**config.mk**
```make
export PLATFORM = sky130hd
export DESIGN_NAME = mbx_flag_ctrl
export DESIGN_NICKNAME = d
export VERILOG_FILES = /design/src/rtl/mbx_pkg.sv /design/src/rtl/mbx_addr_decode.sv /design/src/rtl/mbx_cfg_group.sv /design/src/rtl/mbx_flag_bank.sv /design/src/rtl/mbx_irq_gen.sv /design/src/rtl/mbx_flag_ctrl.sv
export SDC_FILE = /design/constraint.sdc
export NUM_CORES = 1
export LEC_CHECK = 0
export BUFFER_PORTS_ARGS = -buffer_cell sky130_fd_sc_hd__buf_4
export CAP_MARGIN = 10
export CORE_MARGIN = 10
export CORE_UTILIZATION = 36
export DETAILED_ROUTE_END_ITERATION = 8
export GPL_ROUTABILITY_DRIVEN = 0
export PLACE_DENSITY = 0.55
export SLEW_MARGIN = 30
export SYNTH_ARGS = -nofsm -noshare
export SYNTH_HDL_FRONTEND = slang
export SYNTH_SLANG_ARGS = --single-unit
```
**constraint.sdc**
```tcl
create_clock -name clk -period 1.9 [get_ports clk]
set_input_delay 0 -clock clk [delete_from_list [all_inputs] [get_ports clk]]
set_output_delay 0 -clock clk [all_outputs]
set_load 0.01 [all_outputs]
```
**src/rtl/mbx_pkg.sv**
```systemverilog
package mbx_pkg;
  localparam int N_PROC   = 2;
  localparam int DW       = 32;
  localparam int TX_SHIFT = 16;
  localparam int MAX_CH   = 16;

  localparam logic [9:0] OFS_HWCFG = 10'h3F0;
  localparam logic [9:0] OFS_VER   = 10'h3F4;

  typedef enum logic [2:0] {
    RK_NONE,
    RK_CTRL,
    RK_MASK,
    RK_SETCLR,
    RK_STATUS,
    RK_HWCFG,
    RK_VER
  } reg_kind_e;
endpackage

```
**src/rtl/mbx_addr_decode.sv**
```systemverilog
module mbx_addr_decode
  import mbx_pkg::*;
#(
  parameter int ADDR_W = 10
) (
  input  logic [ADDR_W-1:0] addr,
  output reg_kind_e         kind,
  output logic              grp
);
  always_comb begin
    kind = RK_NONE;
    grp  = addr[4];
    if (addr[ADDR_W-1:5] == '0 && addr[1:0] == 2'b00) begin
      case (addr[3:2])
        2'd0:    kind = RK_CTRL;
        2'd1:    kind = RK_MASK;
        2'd2:    kind = RK_SETCLR;
        default: kind = RK_STATUS;
      endcase
    end else if (addr == ADDR_W'(OFS_HWCFG)) begin
      kind = RK_HWCFG;
    end else if (addr == ADDR_W'(OFS_VER)) begin
      kind = RK_VER;
    end
  end
endmodule

```
**src/rtl/mbx_cfg_group.sv**
```systemverilog
module mbx_cfg_group
  import mbx_pkg::*;
#(
  parameter int NUM_CH = 12
) (
  input  logic                       clk,
  input  logic                       rst,
  input  logic [N_PROC-1:0]          wr_ctrl,
  input  logic [N_PROC-1:0]          wr_mask,
  input  logic [N_PROC-1:0][DW-1:0]  wdata,
  output logic                       rx_en,
  output logic                       tx_en,
  output logic [NUM_CH-1:0]          mask_rx,
  output logic [NUM_CH-1:0]          mask_tx
);
  // Descending port order: the lowest port's write is applied last and wins.
  always_ff @(posedge clk) begin
    if (rst) begin
      rx_en   <= 1'b0;
      tx_en   <= 1'b0;
      mask_rx <= '1;
      mask_tx <= '1;
    end else begin
      for (int p = N_PROC - 1; p >= 0; p--) begin
        if (wr_ctrl[p]) begin
          rx_en <= wdata[p][0];
          tx_en <= wdata[p][TX_SHIFT];
        end
        if (wr_mask[p]) begin
          mask_rx <= wdata[p][NUM_CH-1:0];
          mask_tx <= wdata[p][TX_SHIFT +: NUM_CH];
        end
      end
    end
  end
endmodule

```
**src/rtl/mbx_flag_bank.sv**
```systemverilog
module mbx_flag_bank
  import mbx_pkg::*;
#(
  parameter int NUM_CH = 12
) (
  input  logic                          clk,
  input  logic                          rst,
  input  logic [N_PROC-1:0][NUM_CH-1:0] set_req,
  input  logic [N_PROC-1:0][NUM_CH-1:0] clr_req,
  output logic [N_PROC-1:0][NUM_CH-1:0] flags
);
  for (genvar g = 0; g < N_PROC; g++) begin : g_owner
    always_ff @(posedge clk) begin
      if (rst) flags[g] <= '0;
      else     flags[g] <= (flags[g] & ~clr_req[g]) | set_req[g];
    end
  end
endmodule

```
**src/rtl/mbx_irq_gen.sv**
```systemverilog
module mbx_irq_gen #(
  parameter int NUM_CH = 12
) (
  input  logic              clk,
  input  logic              rst,
  input  logic              rx_en,
  input  logic              tx_en,
  input  logic [NUM_CH-1:0] mask_rx,
  input  logic [NUM_CH-1:0] mask_tx,
  input  logic [NUM_CH-1:0] own_flags,
  input  logic [NUM_CH-1:0] peer_flags,
  output logic              irq_rx,
  output logic              irq_tx
);
  logic rx_hit, tx_hit;

  always_comb begin
    rx_hit = |(peer_flags & ~mask_rx);
    tx_hit = |(~own_flags & ~mask_tx);
  end

  always_ff @(posedge clk) begin
    if (rst) begin
      irq_rx <= 1'b0;
      irq_tx <= 1'b0;
    end else begin
      irq_rx <= rx_en & rx_hit;
      irq_tx <= tx_en & tx_hit;
    end
  end
endmodule

```
**src/rtl/mbx_flag_ctrl.sv**
```systemverilog
module mbx_flag_ctrl
  import mbx_pkg::*;
#(
  parameter int          NUM_CH    = 12,
  parameter int          ADDR_W    = 10,
  parameter logic [3:0]  REV_MAJOR = 4'd1,
  parameter logic [3:0]  REV_MINOR = 4'd0
) (
  input  logic                     clk,
  input  logic                     rst,
  input  logic [N_PROC-1:0]        req_valid,
  input  logic [N_PROC-1:0]        req_write,
  input  logic [N_PROC*ADDR_W-1:0] req_addr,
  input  logic [N_PROC*DW-1:0]     req_wdata,
  output logic [N_PROC*DW-1:0]     rsp_rdata,
  output logic [N_PROC-1:0]        irq_rx,
  output logic [N_PROC-1:0]        irq_tx
);
  localparam int CNT_W = 8;

  reg_kind_e                      kind   [N_PROC];
  logic [N_PROC-1:0]              grp;
  logic [N_PROC-1:0][DW-1:0]      wdata;
  logic [N_PROC-1:0][N_PROC-1:0]  wr_ctrl_g;   // [group][port]
  logic [N_PROC-1:0][N_PROC-1:0]  wr_mask_g;
  logic [N_PROC-1:0][NUM_CH-1:0]  set_req;
  logic [N_PROC-1:0][NUM_CH-1:0]  clr_req;
  logic [N_PROC-1:0][NUM_CH-1:0]  flag_q;
  logic [N_PROC-1:0]              rx_en_q, tx_en_q;
  logic [N_PROC-1:0][NUM_CH-1:0]  mask_rx_q, mask_tx_q;
  logic [N_PROC-1:0][DW-1:0]      rd_word;
  logic [N_PROC-1:0][DW-1:0]      rdata_q;

  for (genvar p = 0; p < N_PROC; p++) begin : g_port
    assign wdata[p] = req_wdata[p*DW +: DW];
    mbx_addr_decode #(.ADDR_W(ADDR_W)) u_dec (
      .addr (req_addr[p*ADDR_W +: ADDR_W]),
      .kind (kind[p]),
      .grp  (grp[p])
    );
  end

  // Write strobes per group and flag requests per owner.
  always_comb begin
    wr_ctrl_g = '0;
    wr_mask_g = '0;
    set_req   = '0;
    clr_req   = '0;
    for (int p = 0; p < N_PROC; p++) begin
      if (req_valid[p] && req_write[p]) begin
        for (int g = 0; g < N_PROC; g++) begin
          if (grp[p] == 1'(g)) begin
            if (kind[p] == RK_CTRL) wr_ctrl_g[g][p] = 1'b1;
            if (kind[p] == RK_MASK) wr_mask_g[g][p] = 1'b1;
            if (kind[p] == RK_SETCLR) begin
              set_req[g]     = set_req[g] | wdata[p][TX_SHIFT +: NUM_CH];
              clr_req[1 - g] = clr_req[1 - g] | wdata[p][NUM_CH-1:0];
            end
          end
        end
      end
    end
  end

  for (genvar g = 0; g < N_PROC; g++) begin : g_grp
    mbx_cfg_group #(.NUM_CH(NUM_CH)) u_cfg (
      .clk     (clk),
      .rst     (rst),
      .wr_ctrl (wr_ctrl_g[g]),
      .wr_mask (wr_mask_g[g]),
      .wdata   (wdata),
      .rx_en   (rx_en_q[g]),
      .tx_en   (tx_en_q[g]),
      .mask_rx (mask_rx_q[g]),
      .mask_tx (mask_tx_q[g])
    );

    mbx_irq_gen #(.NUM_CH(NUM_CH)) u_irq (
      .clk        (clk),
      .rst        (rst),
      .rx_en      (rx_en_q[g]),
      .tx_en      (tx_en_q[g]),
      .mask_rx    (mask_rx_q[g]),
      .mask_tx    (mask_tx_q[g]),
      .own_flags  (flag_q[g]),
      .peer_flags (flag_q[1 - g]),
      .irq_rx     (irq_rx[g]),
      .irq_tx     (irq_tx[g])
    );
  end

  mbx_flag_bank #(.NUM_CH(NUM_CH)) u_flags (
    .clk     (clk),
    .rst     (rst),
    .set_req (set_req),
    .clr_req (clr_req),
    .flags   (flag_q)
  );

  // Read multiplexer, one per port.
  always_comb begin
    for (int p = 0; p < N_PROC; p++) begin
      rd_word[p] = '0;
      case (kind[p])
        RK_CTRL: begin
          rd_word[p][0]        = rx_en_q[grp[p]];
          rd_word[p][TX_SHIFT] = tx_en_q[grp[p]];
        end
        RK_MASK: begin
          rd_word[p][NUM_CH-1:0]          = mask_rx_q[grp[p]];
          rd_word[p][TX_SHIFT +: NUM_CH]  = mask_tx_q[grp[p]];
        end
        RK_STATUS: rd_word[p][NUM_CH-1:0] = flag_q[grp[p]];
        RK_HWCFG:  rd_word[p][CNT_W-1:0]  = CNT_W'(NUM_CH);
        RK_VER:    rd_word[p][7:0]        = {REV_MAJOR, REV_MINOR};
        default:   rd_word[p] = '0;
      endcase
    end
  end

  always_ff @(posedge clk) begin
    for (int p = 0; p < N_PROC; p++) begin
      if (rst)                                  rdata_q[p] <= '0;
      else if (req_valid[p] && !req_write[p])   rdata_q[p] <= rd_word[p];
      else                                      rdata_q[p] <= '0;
    end
  end

  assign rsp_rdata = rdata_q;
endmodule

```
==> metrics.txt, run 1 <==
endpoint class of the critical path flop; crit path DAT 2.26 ns; Ant. Diodes 0; dpl ws between 0.015 and 0.02 ns; clk buf depth 2; Starting Density between 30% and 40%; Hold Crit Class in2reg; most area-hungry cell type in the Yosys netlist dfxtp_1; number of global-route vias before repair 7100; Total Wirelength approximately 27000 um; Synth cell types just under 70; clk slew on worst S/H paths 0.06 ns; Final WS setup roughly 0.0025 ns; detailed placement HPWL 19400 um; Worst Tran Pin Value between 0.5 and 0.6 ns; largest net degree at the start of global routing 42; layout cells sized above 1 24.8%; total CTS buffers 17; EDFF count, synth 0; Die H 159 um; Synthesis Warnings 0; area of the die between 0.02 and 0.03 sq mm; PortBufs between 100 and 150; pwr dens 674 mW/mm^2; final setup violation count 0; Die W 159 um; leak pwr 4.02 nW; global-route wire length before repair between 40000 and 50000 um; H-tree depth 4; max-cap violations 0; Crit Path Class in2reg; min Tclk post-route ~1.9 ns; Post-Synthesis Cell Area 0.00693 sq mm; commonest cells in the netlist dfxtp_1 (128), mux2i_1 (112), nor2_1 (56); crit start category primary input; #FFs+latches synth approximately 130; Final period util around 100%; endpoints failing hold 0; register area share after synthesis 37.0%; post-layout util 51.8%; GR Util All Layers ~20%; Final Max Tran Viols 0; clk_lat worst skew 0.42 ns; status finished clean; Avg Vias per Cell 5.71; fill cell count 1725; Nets roughly 1000; fmax 0.527 GHz; Layout area overhead 40.6%; VDD IR max 0.000628 V; num rows 50; DRC viols 0; CTS Root Cell clkbuf_16; Post-DRT Antenna Nets 0; fin cells 1222; relative slew slack 60.4%; I/O pins 158; initial antenna violation count 0; most common cell in the netlist dfxtp_1; Layout Skew roughly 0.009 ns; Placed Instances roughly 1100; core area 0.0188 sq mm; Pre-Repair DR Iteration Count 5; asr flop ratio synth 0%; CTS tree built; initial drt markers 595; multi-input logic area 0.00393 sq mm; Top FF cell, synth dfxtp_1; syn avg cell area about 9.4 sq um; GR Overflow Total 0; vias 6974; clock sinks approximately 130; Max Fanout on Critical Path 7; register area approximately 0.0026 sq mm; Yosys top cell area share 37.0%; CP Data Required Time 2.26 ns; Post-Synthesis Cells 735; top post-synthesis cells by area dfxtp_1 (37%), mux2i_1 (16%), a221o_1 (3.6%); drt wl/cell 22.2 um
==> layout by cell type (no fill, tap or decap), types with 4 or more instances in the layout <==
cell           netlist  routed
buf_4               25     160
dfxtp_1            128     128
mux2i_1            112     112
dlygate4sd3_1        0      80
nor2_1              56      56
a21oi_1             37      37
o22ai_1             35      35
a31oi_1             32      32
inv_1               32      30
a2bb2oi_1           25      25
nor4_1              25      25
a22oi_1             25      25
a221o_1             25      25
clkbuf_16            0      19
conb_1               1      16
and2_1              12      12
nand2_1             12      12
o22a_1               9       9
buf_12               0       9
nor3_1               8       8
nand2b_1             6       6
ha_1                 8       6
clkinvlp_4           0       6
nand3_1              5       5
o21ai_0              5       5
nor3_2               4       4
mux2_2               4       4
a211oi_1             4       4
==> final cells by class <==
class | count | share of cell area [%]
Multi-Input combinational cell | 520 | 40.3
Sequential cell | 128 | 26.3
Timing Repair Buffer | 251 | 22.9
Clock buffer | 18 | 4.51
Tap cell | 260 | 3.34
Clock inverter | 13 | 1.45
Inverter | 32 | 1.23
==> logic make-up after synthesis <==
kind of cell	synth area share [%]
DFF	37.0
buffers and inverters	7.67
adders and majority gates	1.44
and+or+nand+nor	14.5
AOI/OAI and AO/OA	22.5
other	0.0541
muxes	16.8
==> path summary, 6_finish.rpt <==
kind	end	cells past startpoint	slack (ns)	from
min	rsp_rdata[3]$_SDFF_PP0_	5	0.09	req_addr[0]
min reg2reg	g_grp[1].u_cfg.mask_tx[4]$_SDFFE_PP1P_	1	0.53	g_grp[1].u_cfg.mask_tx[4]$_SDFFE_PP1P_
max	u_flags.flags[14]$_SDFF_PP0_	10	0.003	req_addr[2]
max reg2reg	u_flags.flags[23]$_SDFF_PP0_	4	0.27	u_flags.flags[23]$_SDFF_PP0_
==> flip-flops by register name (all words and copies together), names as in the netlist <==
| signal | cells |
|---|---|
| rsp_rdata | 48 |
| g_grp.u_cfg.mask_rx | 24 |
| g_grp.u_cfg.mask_tx | 24 |
| u_flags.flags | 24 |
| g_grp.u_irq.irq_rx | 2 |
| g_grp.u_cfg.rx_en | 2 |
| g_grp.u_cfg.tx_en | 2 |
| g_grp.u_irq.irq_tx | 2 |
==> stage by stage <==
step           setup TNS (ns)  power, mW  area, sq um  hold slack (ns)
2_1_floorplan               0       3.02         6990            0.179
3_3_place_gp                0       3.26         8260            0.308
3_5_place_dp                0       3.27         8260            0.316
4_1_cts                     0       6.57         9650           0.0721
5_1_grt               -0.0647       6.76         9750           0.0844
6_report                    0       6.56         9750           0.0884
==> routing by layer <==
metal | GRT usage, % | share of wire, % | wire (um) | vias up
li1 | - | - | - | 3197
met1 | 26.0 | 43 | 11600 | 3365
met2 | 31.5 | 45 | 12200 | 355
met3 | 5.34 | 8.5 | 2300 | 57
met4 | 9.14 | 3.6 | 985 | 0
met5 | 0 | 0 | 0 | -
==> what timing repair did <==
item	in CTS	in global routing
setup endpoints to repair	0	27
resized for setup	0	7
buffers inserted	0	2
hold endpoints to repair	75	0
hold buffers	81	0
==> worst max-delay path, stage by stage <==
cell	delay [ns]
buf_4	0.12
ha_1	0.22
buf_4	0.17
or3b_4	0.39
nor3_4	0.23
buf_12	0.15
clkbuf_16	0.14
a22oi_1	0.08
a21oi_1	0.16
dlygate4sd3_1	0.58
==> where the power goes <==
group          internal [mW]  switching, mW
clock                   1.95           1.27
sequential              2.68       0.000954
combinational          0.324          0.328
total                   4.96           1.60
No activity file was read; power rests on OpenSTA's default activity.
==> run 2: changes to the inputs <==
--- a/config.mk
+++ b/config.mk
@@ -11,8 +11,9 @@
 export CORE_UTILIZATION = 36
 export DETAILED_ROUTE_END_ITERATION = 8
 export GPL_ROUTABILITY_DRIVEN = 0
-export PLACE_DENSITY = 0.55
+export PLACE_DENSITY = 0.54
 export SLEW_MARGIN = 30
 export SYNTH_ARGS = -nofsm -noshare
 export SYNTH_HDL_FRONTEND = slang
+export SYNTH_HIERARCHICAL = 1
 export SYNTH_SLANG_ARGS = --single-unit
==> run 2 against run 1 <==
  * Cell count grew 4.7%
  * Critical endpoint is now u_flags/flags[14]$_SDFF_PP0_
  * Register-to-register slack gained 0.36 ns
  * Clock power grew 2%
  * Die area grew 7.8%
  * Global-route usage shrank 0.75 points
==> metrics.txt, run 2 <==
initial antenna violation count 0; max-cap violations 0; Synth cell types 59; reg2reg path depth 3; min Tclk post-route 1.87 ns; R2R setup slack 0.63 ns; Pre-Repair DR Iteration Count 5; GR Util All Layers 19.6%; Die W approximately 160 um; vias about 6900; CTS tree built; CP most frequent cell buf_4; global-route wire length before repair 40900 um; core area 0.0204 sq mm; commonest non-fill, non-tap cell in the layout buf_4; top post-synthesis cells by area dfxtp_1 (34%), mux2i_1 (15%), a22o_1 (5.8%); PortBufs 125; largest family of logic cells by synthesized area simple AND/OR/NAND/NOR gates; endpoint class of the critical path flop; crit path DAT around 2.2 ns; hold endpoint u_flags/flags[3]$_SDFF_PP0_; CP max stage cell or4_4; CP cell instances buf_4 > or4_4 > nor4b_4 > o22a_2 > nand4b_4 > nor3_4 > buf_4 > clkbuf_16 > a22o_1 > nand2b_1 > a21oi_1; commonest cells in the netlist dfxtp_1 (128), mux2i_1 (111), a21oi_1 (76); RSZ-0062 raised after global routing true; crit start category primary input; most common cell in the netlist dfxtp_1; layout cells sized above 1 34.5%; leak pwr 4.12 nW; EDFF count, synth 0; relative slew slack between 40% and 50%; Nets 1095; DRC viols 0; drt wl/cell between 20 and 25 um; Worst Min Path Start rst; number of global-route vias before repair 6860; Cells on Worst Hold Path 2; final setup violation count 0; Min Hold Slack 0.0330 ns; Layout Skew 0.00737 ns; fmax 0.534 GHz; Hold Crit Class in2reg; pwr dens 629 mW/mm^2; Worst R2R End g_grp[1].u_irq/irq_rx$_SDFF_PP0_; num rows 52; delay of the slowest critical-path stage 0.58 ns; post-synthesis adder-cell area fraction between 1 and 1.5%; Final period util 98.6%; clk slew on worst S/H paths around 0.06 ns; post-synthesis mux area share 16.1%; Post-Synthesis Cells between 700 and 800; #FFs+latches synth 128; clk_lat worst skew 0.43 ns; VDD IR max 0.000595 V; most area-hungry cell type in the Yosys netlist dfxtp_1; H-tree depth 4; detailed placement HPWL 19800 um; Top FF cell, synth dfxtp_1; Layout area overhead 38.0%; Post-Synthesis Cell Area 0.00755 sq mm; Crit Path Class in2reg; Max Fanout on Critical Path 5; Yosys top cell area share 33.9%; Die H 165 um; I/O pins 158; initial drt markers slightly below 500; largest net degree at the start of global routing 41; asr flop ratio synth 0%; Post-DRT Antenna Nets 0; clock sinks between 100 and 150; clk buf depth 2; Avg Vias per Cell 5.42; max FFs per register 48; Post-Synth XOR/XNOR Area 0.348%; Worst Tran Pin Value 0.785 ns; CP Data Required Time around 2.2 ns; r2r startpoint u_flags/flags[4]$_SDFF_PP0_; CTS Root Cell clkbuf_16; Ant. Diodes 0; GR Overflow Total 0; syn avg cell area 9.69 sq um; most frequent cells in the layout buf_4 (187), dfxtp_1 (128), mux2i_1 (109); status finished clean; Post-Synth Simple-Gate Area 19.9%; area of the die 0.0272 sq mm; total CTS buffers 17; register area share after synthesis 33.9%; Total Wirelength about 28000 um; Final Max Tran Viols 0; Starting Density 37.0%; post-layout util 51.0%; compound-gate portion of the synthesized area 18.8%; endpoints failing hold 0; Synthesis Warnings 6
[run 2: changes by cell type after synthesis, moves of 11 or more]
cell	delta
a21oi_1	+39
a221o_1	-25
a22o_1	+50
a22oi_1	-21
a2bb2oi_1	-24
a31oi_1	-27
and2_1	-12
clkbuf_1	-11
nand2b_1	+23
nor2b_1	+26
nor3b_1	+18
nor3b_2	+31
nor4_1	-23
o22ai_1	-23
[run 2: cell type report]
| type | count | area, sq um |
|---|---|---|
| clock inverter | 9 | 108 |
| multi-input combinational | 556 | 4580 |
| tap | 270 | 338 |
| clock buffer | 22 | 474 |
| sequential | 128 | 2560 |
| timing repair buffer | 252 | 2200 |
| inverter | 42 | 158 |
| fill | 1966 | 10000 |
[run 2: worst max path at each step]
stage	cells past startpoint	to	startpoint
2_1_floorplan	10	g_grp[0].u_cfg/mask_rx[0]$_SDFFE_PP1P_	req_addr[11]
3_3_place_gp	9	g_grp[1].u_cfg/mask_rx[4]$_SDFFE_PP1P_	req_addr[6]
3_5_place_dp	9	g_grp[1].u_cfg/mask_tx[10]$_SDFFE_PP1P_	req_addr[6]
4_1_cts	8	g_grp[0].u_cfg/mask_rx[10]$_SDFFE_PP1P_	req_addr[6]
5_1_grt	9	g_grp[0].u_cfg/mask_tx[9]$_SDFFE_PP1P_	req_addr[1]
6_report	11	u_flags/flags[14]$_SDFF_PP0_	req_addr[1]
[run 2: cells by family (layout without fill, tap and decap cells)]
logic type,count (synthesis),in the layout
multiplexers,120,120
AO/OA/AOI/OAI,199,199
adder cells (fa/ha/maj),8,8
buffers and inverters,112,325
flip-flops,128,128
other,1,16
XOR/XNOR,3,3
AND/OR/NAND/NOR,208,210
[run 2: power breakdown]
part	switching, mW	internal, mW
clock	1.27	2.03
sequential	0.00155	2.69
combinational	0.307	0.255
total	1.58	4.97
[run 2: critical path: cells and delay by family]
family,cells,cell delay [ns]
AO/OA/AOI/OAI,3,0.43
buffers and inverters,3,0.45
AND/OR/NAND/NOR,5,1.28
[run 2: repair_timing]
action,in CTS,in global routing
hold buffers,48,0
endpoints found under the setup margin,23,30
pin swaps,0,2
hold endpoints to repair,71,0
buffers inserted,0,6
gates cloned,1,3
gates resized for setup,1,18
[run 2: per-layer routing]
| metal | vias up | global-route usage [%] | part of all wire, % |
|---|---|---|---|
| met4 | 0 | 5.43 | 2.1 |
| li1 | 3242 | - | - |
| met5 | - | 0 | 0 |
| met1 | 3374 | 26.1 | 45 |
| met3 | 45 | 5.03 | 7.3 |
| met2 | 268 | 30.9 | 45 |
[run 2: through the flow]
stage / cell area [sq um] / setup WS [ns] / TNS (ns) / std cells / power [mW]
6_report: 10400 / 0.0260 / 0 / 1279 / 6.55
3_3_place_gp: 9140 / -0.439 / -32.95 / 1190 / 3.20
3_5_place_dp: 9140 / -0.487 / -35.59 / 1190 / 3.19
5_1_grt: 10400 / -0.0443 / -0.582 / 1279 / 6.71
2_1_floorplan: 7800 / -0.131 / -5.96 / 794 / 2.97
4_1_cts: 10200 / 0.0319 / 0 / 1270 / 6.55
